$ cat config.mk
export PLATFORM = sky130hd
export DESIGN_NAME = nbf_packer
export DESIGN_NICKNAME = d
export VERILOG_FILES = /design/src/rtl/nbf_pkg.sv /design/src/rtl/nbf_rst_sync.sv /design/src/rtl/nbf_half_tick.sv /design/src/rtl/nbf_word_shifter.sv /design/src/rtl/nbf_seq.sv /design/src/rtl/nbf_packer.sv
export SDC_FILE = /design/constraint.sdc
export NUM_CORES = 1
export LEC_CHECK = 0
export ABC_AREA = 1
export ABC_CLOCK_PERIOD_IN_PS = 2900
export BUFFER_PORTS_ARGS = -buffer_cell sky130_fd_sc_hd__buf_2
export CAP_MARGIN = 20
export CORE_ASPECT_RATIO = 0.5
export CORE_MARGIN = 2
export CORE_UTILIZATION = 45
export DETAILED_ROUTE_END_ITERATION = 8
export SLEW_MARGIN = 20
export SYNTH_ARGS = -nofsm -noshare
export SYNTH_HDL_FRONTEND = slang
export SYNTH_SLANG_ARGS = --single-unit
$ cat constraint.sdc
create_clock -name clk -period 2.9 [get_ports clk]
set_clock_uncertainty 0.15 [all_clocks]
set_input_delay 0.58 -clock clk [delete_from_list [all_inputs] [get_ports clk]]
set_output_delay 0.58 -clock clk [all_outputs]
set_load 0.02 [all_outputs]
$ cat src/rtl/nbf_pkg.sv
package nbf_pkg;

  typedef enum logic [2:0] {
    SEQ_IDLE,   // chip select high, waiting for a first word
    SEQ_LOW,    // serial clock low half
    SEQ_HIGH,   // serial clock high half
    SEQ_GAP,    // word boundary, waiting for the next upstream word
    SEQ_TAIL    // final half period before chip select release
  } seq_state_t;

  // Number of padding words still owed for a given residue (modulo 8).
  function automatic logic [2:0] pad_words_owed(input logic [2:0] residue);
    return 3'(3'd0 - residue);
  endfunction

endpackage

$ cat src/rtl/nbf_rst_sync.sv
module nbf_rst_sync #(
  parameter int STAGES = 2
) (
  input  logic clk,
  input  logic arst_n,
  output logic rst_n
);

  logic [STAGES-1:0] sync_q;

  always_ff @(posedge clk or negedge arst_n) begin
    if (!arst_n) sync_q <= '0;
    else         sync_q <= {sync_q[STAGES-2:0], 1'b1};
  end

  assign rst_n = sync_q[STAGES-1];

endmodule

$ cat src/rtl/nbf_half_tick.sv
module nbf_half_tick #(
  parameter int HALF_DIV = 3
) (
  input  logic clk,
  input  logic rst_n,
  input  logic run,
  output logic tick
);

  localparam int CW = (HALF_DIV < 2) ? 1 : $clog2(HALF_DIV);
  localparam logic [CW-1:0] LAST = CW'(HALF_DIV - 1);

  logic [CW-1:0] cnt_q, cnt_d;

  assign tick = run && (cnt_q == LAST);

  always_comb begin
    cnt_d = cnt_q;
    if (!run)      cnt_d = '0;
    else if (tick) cnt_d = '0;
    else           cnt_d = cnt_q + 1'b1;
  end

  always_ff @(posedge clk or negedge rst_n) begin
    if (!rst_n) cnt_q <= '0;
    else        cnt_q <= cnt_d;
  end


  cnt_range_chk: assert property (@(posedge clk) disable iff (!rst_n)
    cnt_q <= LAST);

endmodule

$ cat src/rtl/nbf_word_shifter.sv
module nbf_word_shifter #(
  parameter int          PAYLOAD_W  = 8,
  parameter logic [7:0]  PAD_OPCODE = 8'h5C
) (
  input  logic                 clk,
  input  logic                 rst_n,
  input  logic                 load_user,
  input  logic                 user_tag,
  input  logic [PAYLOAD_W-1:0] user_byte,
  input  logic                 load_pad,
  input  logic                 shift,
  output logic                 mosi,
  output logic                 bit_last,
  output logic                 residue_zero
);

  localparam int WORD_BITS = PAYLOAD_W + 1;
  localparam int IW        = $clog2(WORD_BITS + 1);
  localparam logic [2:0] ADVANCE = 3'(WORD_BITS % 8);

  logic [WORD_BITS-1:0] sh_q, sh_d;
  logic [IW-1:0]        idx_q, idx_d;
  logic [2:0]           res_q, res_d;
  logic                 load;

  assign load = load_user || load_pad;

  always_comb begin
    sh_d  = sh_q;
    idx_d = idx_q;
    res_d = res_q;
    if (load_user) begin
      sh_d  = {user_tag, user_byte};
      idx_d = '0;
      res_d = res_q + ADVANCE;
    end else if (load_pad) begin
      sh_d  = {1'b0, PAYLOAD_W'(PAD_OPCODE)};
      idx_d = '0;
      res_d = res_q + ADVANCE;
    end else if (shift) begin
      sh_d  = {sh_q[WORD_BITS-2:0], 1'b0};
      idx_d = idx_q + 1'b1;
    end
  end

  always_ff @(posedge clk or negedge rst_n) begin
    if (!rst_n) begin
      sh_q  <= '0;
      idx_q <= IW'(WORD_BITS - 1);
      res_q <= '0;
    end else begin
      sh_q  <= sh_d;
      idx_q <= idx_d;
      res_q <= res_d;
    end
  end

  assign mosi         = sh_q[WORD_BITS-1];
  assign bit_last     = (idx_q == IW'(WORD_BITS - 1));
  assign residue_zero = (nbf_pkg::pad_words_owed(res_q) == 3'd0);


  load_at_boundary_chk: assert property (@(posedge clk) disable iff (!rst_n)
    load |-> bit_last);


  nine_bits_only_chk: assert property (@(posedge clk) disable iff (!rst_n)
    shift |-> !bit_last);


  single_action_chk: assert property (@(posedge clk) disable iff (!rst_n)
    $countones({load_user, load_pad, shift}) <= 1);

endmodule

$ cat src/rtl/nbf_seq.sv
module nbf_seq (
  input  logic clk,
  input  logic rst_n,
  input  logic in_valid,
  input  logic in_last,
  output logic in_ready,
  input  logic tick,
  input  logic bit_last,
  input  logic residue_zero,
  output logic load_user,
  output logic load_pad,
  output logic shift,
  output logic run,
  output logic sclk,
  output logic cs_n,
  output logic busy
);

  import nbf_pkg::*;

  seq_state_t st_q, st_d;
  logic       sclk_q, sclk_d;
  logic       cs_q, cs_d;
  logic       last_q, last_d;

  assign in_ready = (st_q == SEQ_IDLE) || (st_q == SEQ_GAP);
  assign run      = (st_q == SEQ_LOW) || (st_q == SEQ_HIGH) || (st_q == SEQ_TAIL);

  always_comb begin
    st_d      = st_q;
    sclk_d    = sclk_q;
    cs_d      = cs_q;
    last_d    = last_q;
    load_user = 1'b0;
    load_pad  = 1'b0;
    shift     = 1'b0;
    unique case (st_q)
      SEQ_IDLE: if (in_valid) begin
        load_user = 1'b1;
        last_d    = in_last;
        cs_d      = 1'b0;
        st_d      = SEQ_LOW;
      end
      SEQ_GAP: if (in_valid) begin
        load_user = 1'b1;
        last_d    = in_last;
        st_d      = SEQ_LOW;
      end
      SEQ_LOW: if (tick) begin
        sclk_d = 1'b1;
        st_d   = SEQ_HIGH;
      end
      SEQ_HIGH: if (tick) begin
        sclk_d = 1'b0;
        if (!bit_last) begin
          shift = 1'b1;
          st_d  = SEQ_LOW;
        end else if (!last_q) begin
          st_d = SEQ_GAP;
        end else if (!residue_zero) begin
          load_pad = 1'b1;
          st_d     = SEQ_LOW;
        end else begin
          st_d = SEQ_TAIL;
        end
      end
      SEQ_TAIL: if (tick) begin
        cs_d = 1'b1;
        st_d = SEQ_IDLE;
      end
      default: st_d = SEQ_IDLE;
    endcase
  end

  always_ff @(posedge clk or negedge rst_n) begin
    if (!rst_n) begin
      st_q   <= SEQ_IDLE;
      sclk_q <= 1'b0;
      cs_q   <= 1'b1;
      last_q <= 1'b0;
    end else begin
      st_q   <= st_d;
      sclk_q <= sclk_d;
      cs_q   <= cs_d;
      last_q <= last_d;
    end
  end

  assign sclk = sclk_q;
  assign cs_n = cs_q;
  assign busy = (st_q != SEQ_IDLE);


  idle_clock_low_chk: assert property (@(posedge clk) disable iff (!rst_n)
    cs_n |-> !sclk);


  busy_matches_cs_chk: assert property (@(posedge clk) disable iff (!rst_n)
    busy == !cs_n);


  ready_clock_low_chk: assert property (@(posedge clk) disable iff (!rst_n)
    in_ready |-> !sclk);


  padded_release_chk: assert property (@(posedge clk) disable iff (!rst_n)
    $rose(cs_n) |-> $past(residue_zero));

endmodule

$ cat src/rtl/nbf_packer.sv
module nbf_packer #(
  parameter int         HALF_DIV   = 3,
  parameter logic [7:0] PAD_OPCODE = 8'h5C
) (
  input  logic       clk,
  input  logic       arst_n,
  input  logic       in_valid,
  output logic       in_ready,
  input  logic [7:0] in_byte,
  input  logic       in_is_data,
  input  logic       in_last,
  output logic       sclk,
  output logic       mosi,
  output logic       cs_n,
  output logic       busy
);

  localparam int PAYLOAD_W = 8;

  logic rst_n;
  logic tick, run;
  logic load_user, load_pad, shift;
  logic bit_last, residue_zero;

  nbf_rst_sync #(.STAGES(2)) u_rst (
    .clk    (clk),
    .arst_n (arst_n),
    .rst_n  (rst_n)
  );

  nbf_half_tick #(.HALF_DIV(HALF_DIV)) u_tick (
    .clk   (clk),
    .rst_n (rst_n),
    .run   (run),
    .tick  (tick)
  );

  nbf_word_shifter #(.PAYLOAD_W(PAYLOAD_W), .PAD_OPCODE(PAD_OPCODE)) u_shift (
    .clk          (clk),
    .rst_n        (rst_n),
    .load_user    (load_user),
    .user_tag     (in_is_data),
    .user_byte    (in_byte),
    .load_pad     (load_pad),
    .shift        (shift),
    .mosi         (mosi),
    .bit_last     (bit_last),
    .residue_zero (residue_zero)
  );

  nbf_seq u_seq (
    .clk          (clk),
    .rst_n        (rst_n),
    .in_valid     (in_valid),
    .in_last      (in_last),
    .in_ready     (in_ready),
    .tick         (tick),
    .bit_last     (bit_last),
    .residue_zero (residue_zero),
    .load_user    (load_user),
    .load_pad     (load_pad),
    .shift        (shift),
    .run          (run),
    .sclk         (sclk),
    .cs_n         (cs_n),
    .busy         (busy)
  );


  mosi_hold_high_chk: assert property (@(posedge clk) disable iff (!rst_n)
    (sclk && $past(sclk)) |-> $stable(mosi));

endmodule

After elaboration in Yosys (flattened, before gate mapping)
Cells that the tools add are included.
{"block": "totals", "reg_bits": 26, "output_inout_bits": 5}
{"block": "op_classes", "n_addsub": 4, "reduce_logical": 16, "muxes": 33, "eq_ne": 11}
{"operator": "two-way mux 3 bit", "n": 9}
{"operator": "two-way mux 9 bit", "n": 3}
{"operator": "two-way mux 1 bit", "n": 13}
{"operator": "two-way mux 4 bit", "n": 3}
{"operator": "case mux 3 bit (4 select lines)", "n": 1}
{"operator": "!= test 2 bit (second input constant)", "n": 4}
{"operator": "== test 3 x 2 -> 1 bit (second input constant)", "n": 2}
{"operator": "logical NOT 3 bit", "n": 2}
{"operator": "AND reduction 3 bit", "n": 2}
{"operator": "nonzero test 2 bit", "n": 3}
{"operator": "nonzero test 3 bit", "n": 2}
{"operator": "adder 4 x 1 -> 4 bit (second input constant)", "n": 1}
{"operator": "== test 4 bit (second input constant)", "n": 1}
{"operator": "two-way mux 2 bit", "n": 2}
{"operator": "case mux 1 bit (2 select lines)", "n": 2}
{"operator": "AND reduction 4 bit", "n": 1}
{"operator": "adder 3 x 1 -> 3 bit (second input constant)", "n": 1}
{"operator": "== test 3 x 1 -> 1 bit (second input constant)", "n": 1}
{"operator": "== test 3 bit (second input constant)", "n": 1}
{"operator": "logical OR 1 bit", "n": 3}
{"operator": "subtractor 1 x 3 -> 3 bit (first input constant)", "n": 1}
{"operator": "adder 2 x 1 -> 2 bit (second input constant)", "n": 1}
{"operator": "== test 2 bit (second input constant)", "n": 1}
{"operator": "!= test 2 x 1 -> 1 bit (second input constant)", "n": 1}
{"operator": "3 further kinds", "n": 3}

Depth between registers and ports, before layout
Gate-level depths: netlist of run 1.
{"block": "logic_depth", "word_depth": 9, "mapped_depth": 12}

Modules after synthesis
A second synthesis of run 1 with hierarchy kept.
{"block": "unflattened", "cells_unflattened": 164, "hier_area_um2": 1350.0}
{"mod": "nbf_word_shifter", "cells_per_inst": 99, "instances": 1, "seq_area_each_um2": 401.6, "area_per_inst_um2": 843.3}
{"mod": "nbf_seq", "cells_per_inst": 53, "instances": 1, "seq_area_each_um2": 151.4, "area_per_inst_um2": 376.6}
{"mod": "nbf_half_tick", "cells_per_inst": 9, "instances": 1, "seq_area_each_um2": 50.0, "area_per_inst_um2": 76.3}
{"mod": "nbf_rst_sync", "cells_per_inst": 3, "instances": 1, "seq_area_each_um2": 50.0, "area_per_inst_um2": 53.8}

Worst setup path after synthesis of run 1
Ideal clock, no wire load.
{"block": "synth_timing", "path_type": "register to register", "from": "register u_shift.res_q[0]", "to": "register u_shift.sh_q[8]", "synth_period_minus_slack_ns": 1.723, "setup_slack_ns": 1.177, "setup_ns": 0.117, "path_buffers": 0, "t_required_ns": 2.633, "arrival_ns": 1.457, "path_stages_with_launch": 12, "path_cell_list": "dfrtp_1 > inv_1 > ha_1 > ha_1 > inv_1 > nand2_1 > nor2_1 > nand3_4 > nand3_2 > inv_2 > nand2_1 > nand2_1"}
{"block": "synth_via", "elab_chain_len": 9, "elab_cells_between_ends": 10}
{"element": "start: declaration", "line_no": "nbf_word_shifter.sv:23", "source": "logic [2:0] res_q, res_d;"}
{"element": "start signal: assignment", "line_no": "nbf_word_shifter.sv:54", "source": "res_q <= res_d;"}
{"element": "subtractor 1 x 3 -> 3 bit *", "line_no": "nbf_pkg.sv:13", "source": "return 3'(3'd0 - residue);"}
{"element": "logical NOT 3 bit *", "line_no": "nbf_word_shifter.sv:60", "source": "assign residue_zero = (nbf_pkg::pad_words_owed(res_q) == 3'd0);"}
{"element": "two-way mux 1 bit *", "line_no": "nbf_seq.sv:60", "source": "end else if (!residue_zero) begin"}
{"element": "two-way mux 1 bit *", "line_no": "nbf_seq.sv:58", "source": "end else if (!last_q) begin"}
{"element": "two-way mux 1 bit *", "line_no": "nbf_seq.sv:55", "source": "if (!bit_last) begin"}
{"element": "two-way mux 1 bit *", "line_no": "nbf_seq.sv:53", "source": "SEQ_HIGH: if (tick) begin"}
{"element": "two-way mux 1 bit *", "line_no": "nbf_seq.sv:37", "source": "unique case (st_q)"}
{"element": "two-way mux 9 bit", "line_no": "nbf_word_shifter.sv:36", "source": "end else if (load_pad) begin"}
{"element": "two-way mux 9 bit", "line_no": "nbf_word_shifter.sv:32", "source": "if (load_user) begin"}
{"element": "end signal: assignment", "line_no": "nbf_word_shifter.sv:48", "source": "sh_q <= '0;"}
{"element": "end signal: assignment", "line_no": "nbf_word_shifter.sv:52", "source": "sh_q <= sh_d;"}
{"element": "end: declaration", "line_no": "nbf_word_shifter.sv:21", "source": "logic [WORD_BITS-1:0] sh_q, sh_d;"}
Mark *: on every way between the ends. The rest lies on a longest branch, timed or not.
A chain may end at the register's enable or synchronous reset.

Final worst setup path of run 1
{"block": "layout_timing", "from": "register u_seq.st_q[0]", "to": "output in_ready"}
{"block": "layout_via", "elab_chain_len": 2, "elab_cells_between_ends": 3}
{"element": "start: declaration", "line_no": "nbf_seq.sv:21", "source": "seq_state_t st_q, st_d;"}
{"element": "start signal: assignment", "line_no": "nbf_seq.sv:82", "source": "st_q <= st_d;"}
{"element": "== test 3 x 2 -> 1 bit or logical NOT 3 bit (tied branches)", "line_no": "nbf_seq.sv:26", "source": "assign in_ready = (st_q == SEQ_IDLE) || (st_q == SEQ_GAP);"}
{"element": "logical OR 1 bit *", "line_no": "nbf_seq.sv:26"}
{"element": "end: declaration", "line_no": "nbf_packer.sv:8", "source": "output logic in_ready,"}
Marks and branches as above.

==> out/qor.csv, run 1 <==
metric,value,unit
run_status,"complete, no violations",
criticalPathCategory,register to primary output,
worst_path_most_repeated_cell,nand2_2,
die_area,0.00350,mm^2
syn_area,0.00136,mm^2
synth-async-reset-ratio,100,%
syn_to_final_growth,13.2,%
grt_overflow,0,
r2r_cells,11,
cap_viol_max_count,0,
slew_headroom,64.4,%
coreArea,0.00294,mm^2
die_h,42.9,um
syn-mean-instance-area,8.00,um^2
synth_area_leaders,"dfrtp_1 (44%), nand2_1 (19%), ha_1 (4.6%), nand3_1 (4.4%), dfstp_2 (3.9%)",
firstDrtPassIters,4,
synthCells,170,
cp.depth,4,
cp-start-kind,register,
ys.flop_type,dfrtp_1,
vias,1095,
dr.first_iter.drc_count,35,
antenna_found_initial,0,
postCtsSetupBuffers,0,
drive_gt1_share,18.3,%
leakagePower,0.828,nW
port_buffers,17,
initial_core_util,46.2,%
min_path_type,register to async pin,
worstMarginPinSlew,0.534,ns
syn_nets,188,
ys_ff_latch,26,
ant_nets,0,
drc,0,
final.min_clock_period,1.97,ns
max_freq,0.507,GHz
gp_congestion,0.797,
crit_slowest_cell,dfrtp_1,
die_x,81.7,um
cts_tree,built,
yosys.area.top_type_share,44.2,%
endpoint_kind,primary output,
ys_seq_area_share,48.0,%
max-vdd-ir-drop,0.000465,V
finalSetupViolCount,0,
core.rowCount,14,
path_delay_family,flip-flops,
grt_max_degree,25,
fin_tns_setup,0,ns
final_hold_viol_count,0,
holdBufCountCts,1,
crit_chain,"nor2_2, nand2_2, nand2_2, buf_2",
vias_per_cell,4.74,
min_period_over_period,67.9,%
cts.path.max_buffers,2,
layout_common_cells,"nand2_1 (69), dfrtp_1 (23), buf_2 (17), inv_1 (13), nand3_1 (12)",
insertion_delay,0.28,ns
nets,210,
grt_util_all_layers,16.2,%
synth_area_leader_cell,dfrtp_1,
path_max_fanout,5,
synth-edff-count,0,
yosys_warnings,0,
powerDensity,928,mW/mm^2
cts_buffers,3,
layout.cells.non_filler,231,
cp_num_buf_inv,1,
grt_pass1_wl,4180,um
drt_wl_total,2460,um
final_common_cell,nand2_1,
dpl.cell_count,226,
synth_cell_type_count,24,
crit_arrival,1.24,ns
critPathMaxStageDelay,0.44,ns
crit_required,2.17,ns
grt_pass1_vias,949,
slew_violations,0,
cts_root_buffer,clkbuf_8,
ios,18,
reg2reg_slack,1.00,ns
cts_resized,0,
htree_num_levels,1,
post-dp-hpwl,1810,um
rsz0062_at_grt,false,
routedWlPerCell,10.7,um
num_antenna_cells,0,
clock-sinks,26,
path_clk_slew,0.09,ns
[metal layers]
metal	share of wire (%)	global-route usage, %	wire length (um)
met5	0	0	0
met3	4.7	5.96	116
met2	43	24.6	1060
met1	51	22.1	1260
met4	0.73	4.00	18
[where the power goes]
part           internal, mW  total (mW)  switching, mW
Clock                0.0986       0.213          0.115
Combinational         0.213       0.609          0.396
Sequential            0.506       0.608          0.102
[cells by family after synthesis]
kind of cell	Yosys count	share of synthesized area, %
other	1	0.276
DFF	26	48.0
and+or+nand+nor	106	35.5
adders and majority gates	5	4.60
buffers and inverters	18	5.52
xor gates and xnor gates	2	1.29
AOI/OAI and AO/OA	12	4.78
[synthesized netlist by cell type, types with 3 or more instances]
| master | number |
|---|---|
| dfrtp_1 | 24 |
| ha_1 | 5 |
| inv_1 | 13 |
| inv_2 | 3 |
| nand2_1 | 69 |
| nand3_1 | 12 |
| nor2_1 | 11 |
| o21ai_0 | 8 |
| or2_0 | 4 |
[sequential cells by signal, summed over array words and instances (netlist names)]
name,flops
u_rst.sync_q,2
u_tick.cnt_q,2
u_shift.idx_q,4
u_shift.sh_q,9
u_seq.st_q,3
u_seq.last_q,1
u_seq.sclk,1
u_seq.cs_n,1
u_shift.res_q,3
[path summary, 6_finish.rpt]
| path | start | end |
|---|---|---|
| max | u_seq.st_q[0]$_DFFE_PN0P_ | in_ready |
| min | u_rst.sync_q[1]$_DFF_PN0_ | u_shift.sh_q[1]$_DFFE_PN0P_ |
| max reg2reg | u_shift.res_q[0]$_DFFE_PN0P_ | u_shift.sh_q[4]$_DFFE_PN0P_ |
| min reg2reg | u_rst.sync_q[1]$_DFF_PN0_ | u_shift.sh_q[1]$_DFFE_PN0P_ |
| max in group asynchronous | arst_n | u_rst.sync_q[1]$_DFF_PN0_ |
| min in group clk | u_rst.sync_q[0]$_DFF_PN0_ | u_rst.sync_q[1]$_DFF_PN0_ |
[metrics by stage]
| stage | hold WS, ns | setup WS, ns | utilization, % | cell area, um^2 | total power, mW |
|---|---|---|---|---|---|
| finish | 0.103 | 0.929 | 52.3 | 1540 | 1.43 |
| global route | 0.164 | 0.846 | 52.3 | 1540 | 1.58 |
| CTS | 0.213 | 0.924 | 52.3 | 1540 | 1.45 |
| detailed placement | 0.190 | 1.02 | 50.4 | 1480 | 1.23 |
| global placement | 0.188 | 1.06 | 50.4 | 1480 | 1.22 |
| floorplan | 0.134 | 1.18 | - | 1360 | 1.08 |
[cell type report]
cell class | instances | area (um^2)
clock buffer | 4 | 45.0
multi-input combinational | 126 | 632
timing repair buffer | 18 | 95.1
inverter | 17 | 63.8
tap | 40 | 50.0
fill | 303 | 1400
sequential | 26 | 654
No activity file was read; power rests on OpenSTA's default activity.
==> run 2: changes to the inputs <==
--- a/config.mk
+++ b/config.mk
@@ -5,8 +5,8 @@
 export SDC_FILE = /design/constraint.sdc
 export NUM_CORES = 1
 export LEC_CHECK = 0
-export ABC_AREA = 1
-export ABC_CLOCK_PERIOD_IN_PS = 2900
+export ABC_AREA = 0
+export ABC_CLOCK_PERIOD_IN_PS = 2000
 export BUFFER_PORTS_ARGS = -buffer_cell sky130_fd_sc_hd__buf_2
 export CAP_MARGIN = 20
 export CORE_ASPECT_RATIO = 0.5
==> constraint.sdc (replaced) <==
create_clock -name clk -period 2 [get_ports clk]
set_clock_uncertainty 0.15 [all_clocks]
set_input_delay 0.4 -clock clk [delete_from_list [all_inputs] [get_ports clk]]
set_output_delay 0.4 -clock clk [all_outputs]
set_load 0.02 [all_outputs]
==> run 2 against run 1 <==
Against the previous run: sequential share of layout area fell by 6.5 points; combinational power is 120% higher; die area rose by 12%.
==> out/qor.csv, run 2 <==
metric,value,unit
critPathMaxStageDelay,0.41,ns
synthTopCellsByCount,"dfrtp_1 (24), inv_1 (13), nand2_1 (12), nor2_1 (12), ha_1 (5)",
layout_common_cells,"dfrtp_1 (21), buf_2 (17), inv_1 (12), nand2_1 (12), nor2_1 (11)",
ys_ff_latch,26,
cts_root_buffer,clkbuf_8,
largest_register_ff_count,9,
die_h,45.3,um
max_freq,0.519,GHz
firstDrtPassIters,2,
rr_startpoint,u_shift.res_q[1]$_DFFE_PN0P_,
num_antenna_cells,0,
final_hold_viol_count,0,
grt_overflow,0,
leakagePower,0.851,nW
slew_violations,0,
crit_required,2.06,ns
worst_path_most_repeated_cell,ha_4,
finalSetupViolCount,0,
htree_num_levels,1,
syn-mean-instance-area,10.9,um^2
cap_viol_max_count,0,
path_clk_slew,0.09,ns
die_area,0.00392,mm^2
dr.first_iter.drc_count,31,
die_x,86.6,um
drt_wl_total,3060,um
ios,18,
finalPower,2.50,mW
crit_arrival,1.98,ns
syn_area,0.00154,mm^2
ys_seq_area_share,42.5,%
nets,186,
path_max_fanout,6,
crit_chain,"inv_2, ha_4, ha_4, and4bb_2, nand4_4, buf_12, nand3_4, a2bb2oi_2",
vias,1078,
holdWs,0.0812,ns
layout.cells.non_filler,207,
criticalPathCategory,register to register,
grt_pass1_vias,1009,
reg2reg_slack,0.07,ns
final_common_cell,dfrtp_1,
synth_cell_type_count,45,
pre_cts_ws,-0.0278,ns
gp_congestion,0.745,
endpoint_kind,register,
insertion_delay,0.27,ns
dpl.cell_count,198,
port_buffers,17,
postLayoutCoreUtil,58.6,%
routedWlPerCell,14.8,um
r2r_cells,8,
run_status,"complete, no violations",
clock-sinks,26,
min_period_over_period,96.3,%
syn_nets,159,
n_fill_cell,277,
yosys.area.top_type_share,39.1,%
grt_pass1_wl,4950,um
vias_per_cell,5.21,
setup_slack,0.0731,ns
ant_nets,0,
regMostFlops,u_shift.sh_q,
final.min_clock_period,1.93,ns
synth-async-reset-ratio,100,%
cp-start-kind,register,
grt_util_all_layers,17.2,%
postPlaceCellArea,0.00167,mm^2
coreArea,0.00312,mm^2
synth_area_leader_cell,dfrtp_1,
min_path_type,register to async pin,
drive_gt1_share,37.7,%
fin_tns_setup,0,ns
syn_to_final_growth,19.0,%
post-dp-hpwl,2150,um
grt_max_degree,25,
reg_top3,"u_shift.sh_q (9), u_shift.idx_q (4)",
yosys_warnings,0,
ys.flop_type,dfrtp_1,
core.rowCount,14,
cts_tree,built,
drc,0,
cts.path.max_buffers,2,
synth_most_common_cell,dfrtp_1,
finalInstanceArea,0.00183,mm^2
synth_area_leaders,"dfrtp_1 (39%), ha_1 (4.1%), a2bb2oi_2 (3.9%), dfstp_2 (3.4%), o22ai_2 (3.3%)",
synthCells,141,
timing.rr.end,u_shift.sh_q[1]$_DFFE_PN0P_,
antenna_found_initial,0,
synth-edff-count,0,
crit_slowest_cell,dfrtp_1,
max-vdd-ir-drop,0.000491,V
initial_core_util,49.2,%
powerDensity,1370,mW/mm^2
cts_buffers,3,
[run 2: cell types whose count changed after synthesis, moves of 3 or more]
cell	before	now
nand2_1	69	12
o211ai_1	0	4
inv_2	3	0
a2bb2oi_2	0	4
o21ai_0	8	4
xnor2_1	0	3
and3_1	0	3
nand3_1	12	1
or2_0	4	0
o22ai_2	0	4
mux2i_1	0	3
nand4_1	0	4
buf_6	1	4
[run 2: power by group]
part	total, mW	internal, mW	switching (mW)
Combinational	1.32	0.626	0.692
Sequential	0.870	0.721	0.149
Clock	0.312	0.143	0.169
[run 2: cells by family after synthesis]
family	synth area share, %
xor+xnor	6.28
other cells	0.244
simple gates	19.7
mux	2.93
compound gates	17.0
flops	42.5
buf+inv	7.17
fa+ha+maj	4.07
[run 2: how the worst max path moves through the flow]
| stage | from | endpoint | slack (ns) |
|---|---|---|---|
| finish | u_shift.res_q[1]$_DFFE_PN0P_ | u_shift.sh_q[1]$_DFFE_PN0P_ | 0.07 |
| global route | u_shift.res_q[1]$_DFFE_PN0P_ | u_shift.sh_q[1]$_DFFE_PN0P_ | -0.006 |
| CTS | u_shift.res_q[0]$_DFFE_PN0P_ | u_shift.res_q[2]$_DFFE_PN0P_ | 0.003 |
| detailed placement | u_shift.res_q[0]$_DFFE_PN0P_ | u_shift.sh_q[1]$_DFFE_PN0P_ | -0.03 |
| global placement | u_shift.res_q[1]$_DFFE_PN0P_ | u_shift.sh_q[4]$_DFFE_PN0P_ | 0.06 |
| floorplan | u_shift.res_q[0]$_DFFE_PN0P_ | u_shift.res_q[1]$_DFFE_PN0P_ | 0.14 |
[run 2: cell type report]
cell class              instances  area, um^2  share of cell area (%)
multi-input cells              96         826                    45.2
flip-flops and latches         26         657                    36.0
repair buffers                 28         200                    11.0
well taps                      40        50.0                    2.74
inverters                      13        48.8                    2.67
clock buffers                   4        45.0                    2.47
[run 2: metal layers]
metal / routed length (um) / vias up / track usage [%]
li1: - / 534 / -
met1: 1560 / 528 / 23.7
met2: 1390 / 12 / 27.2
met3: 90 / 4 / 4.94
met4: 22 / 0 / 3.75
met5: 0 / - / 0
[run 2: repair_timing]
| action | in CTS | in global routing |
|---|---|---|
| pin swaps | 0 | 5 |
| gates cloned | 1 | 1 |
| hold buffers | 1 | 0 |
| buffers inserted | 0 | 2 |
| setup endpoints to repair | 11 | 14 |
| hold endpoints to repair | 2 | 0 |
| gates resized for setup | 3 | 9 |
[run 2: worst max-delay path, delay by kind of cell, from the launching register on]
kind	cells	cell delay [ns]
AO/OA/AOI/OAI	1	0.16
adder cells (fa/ha/maj)	2	0.31
buffers and inverters	2	0.25
flip-flops	1	0.41
AND/OR/NAND/NOR	3	0.58
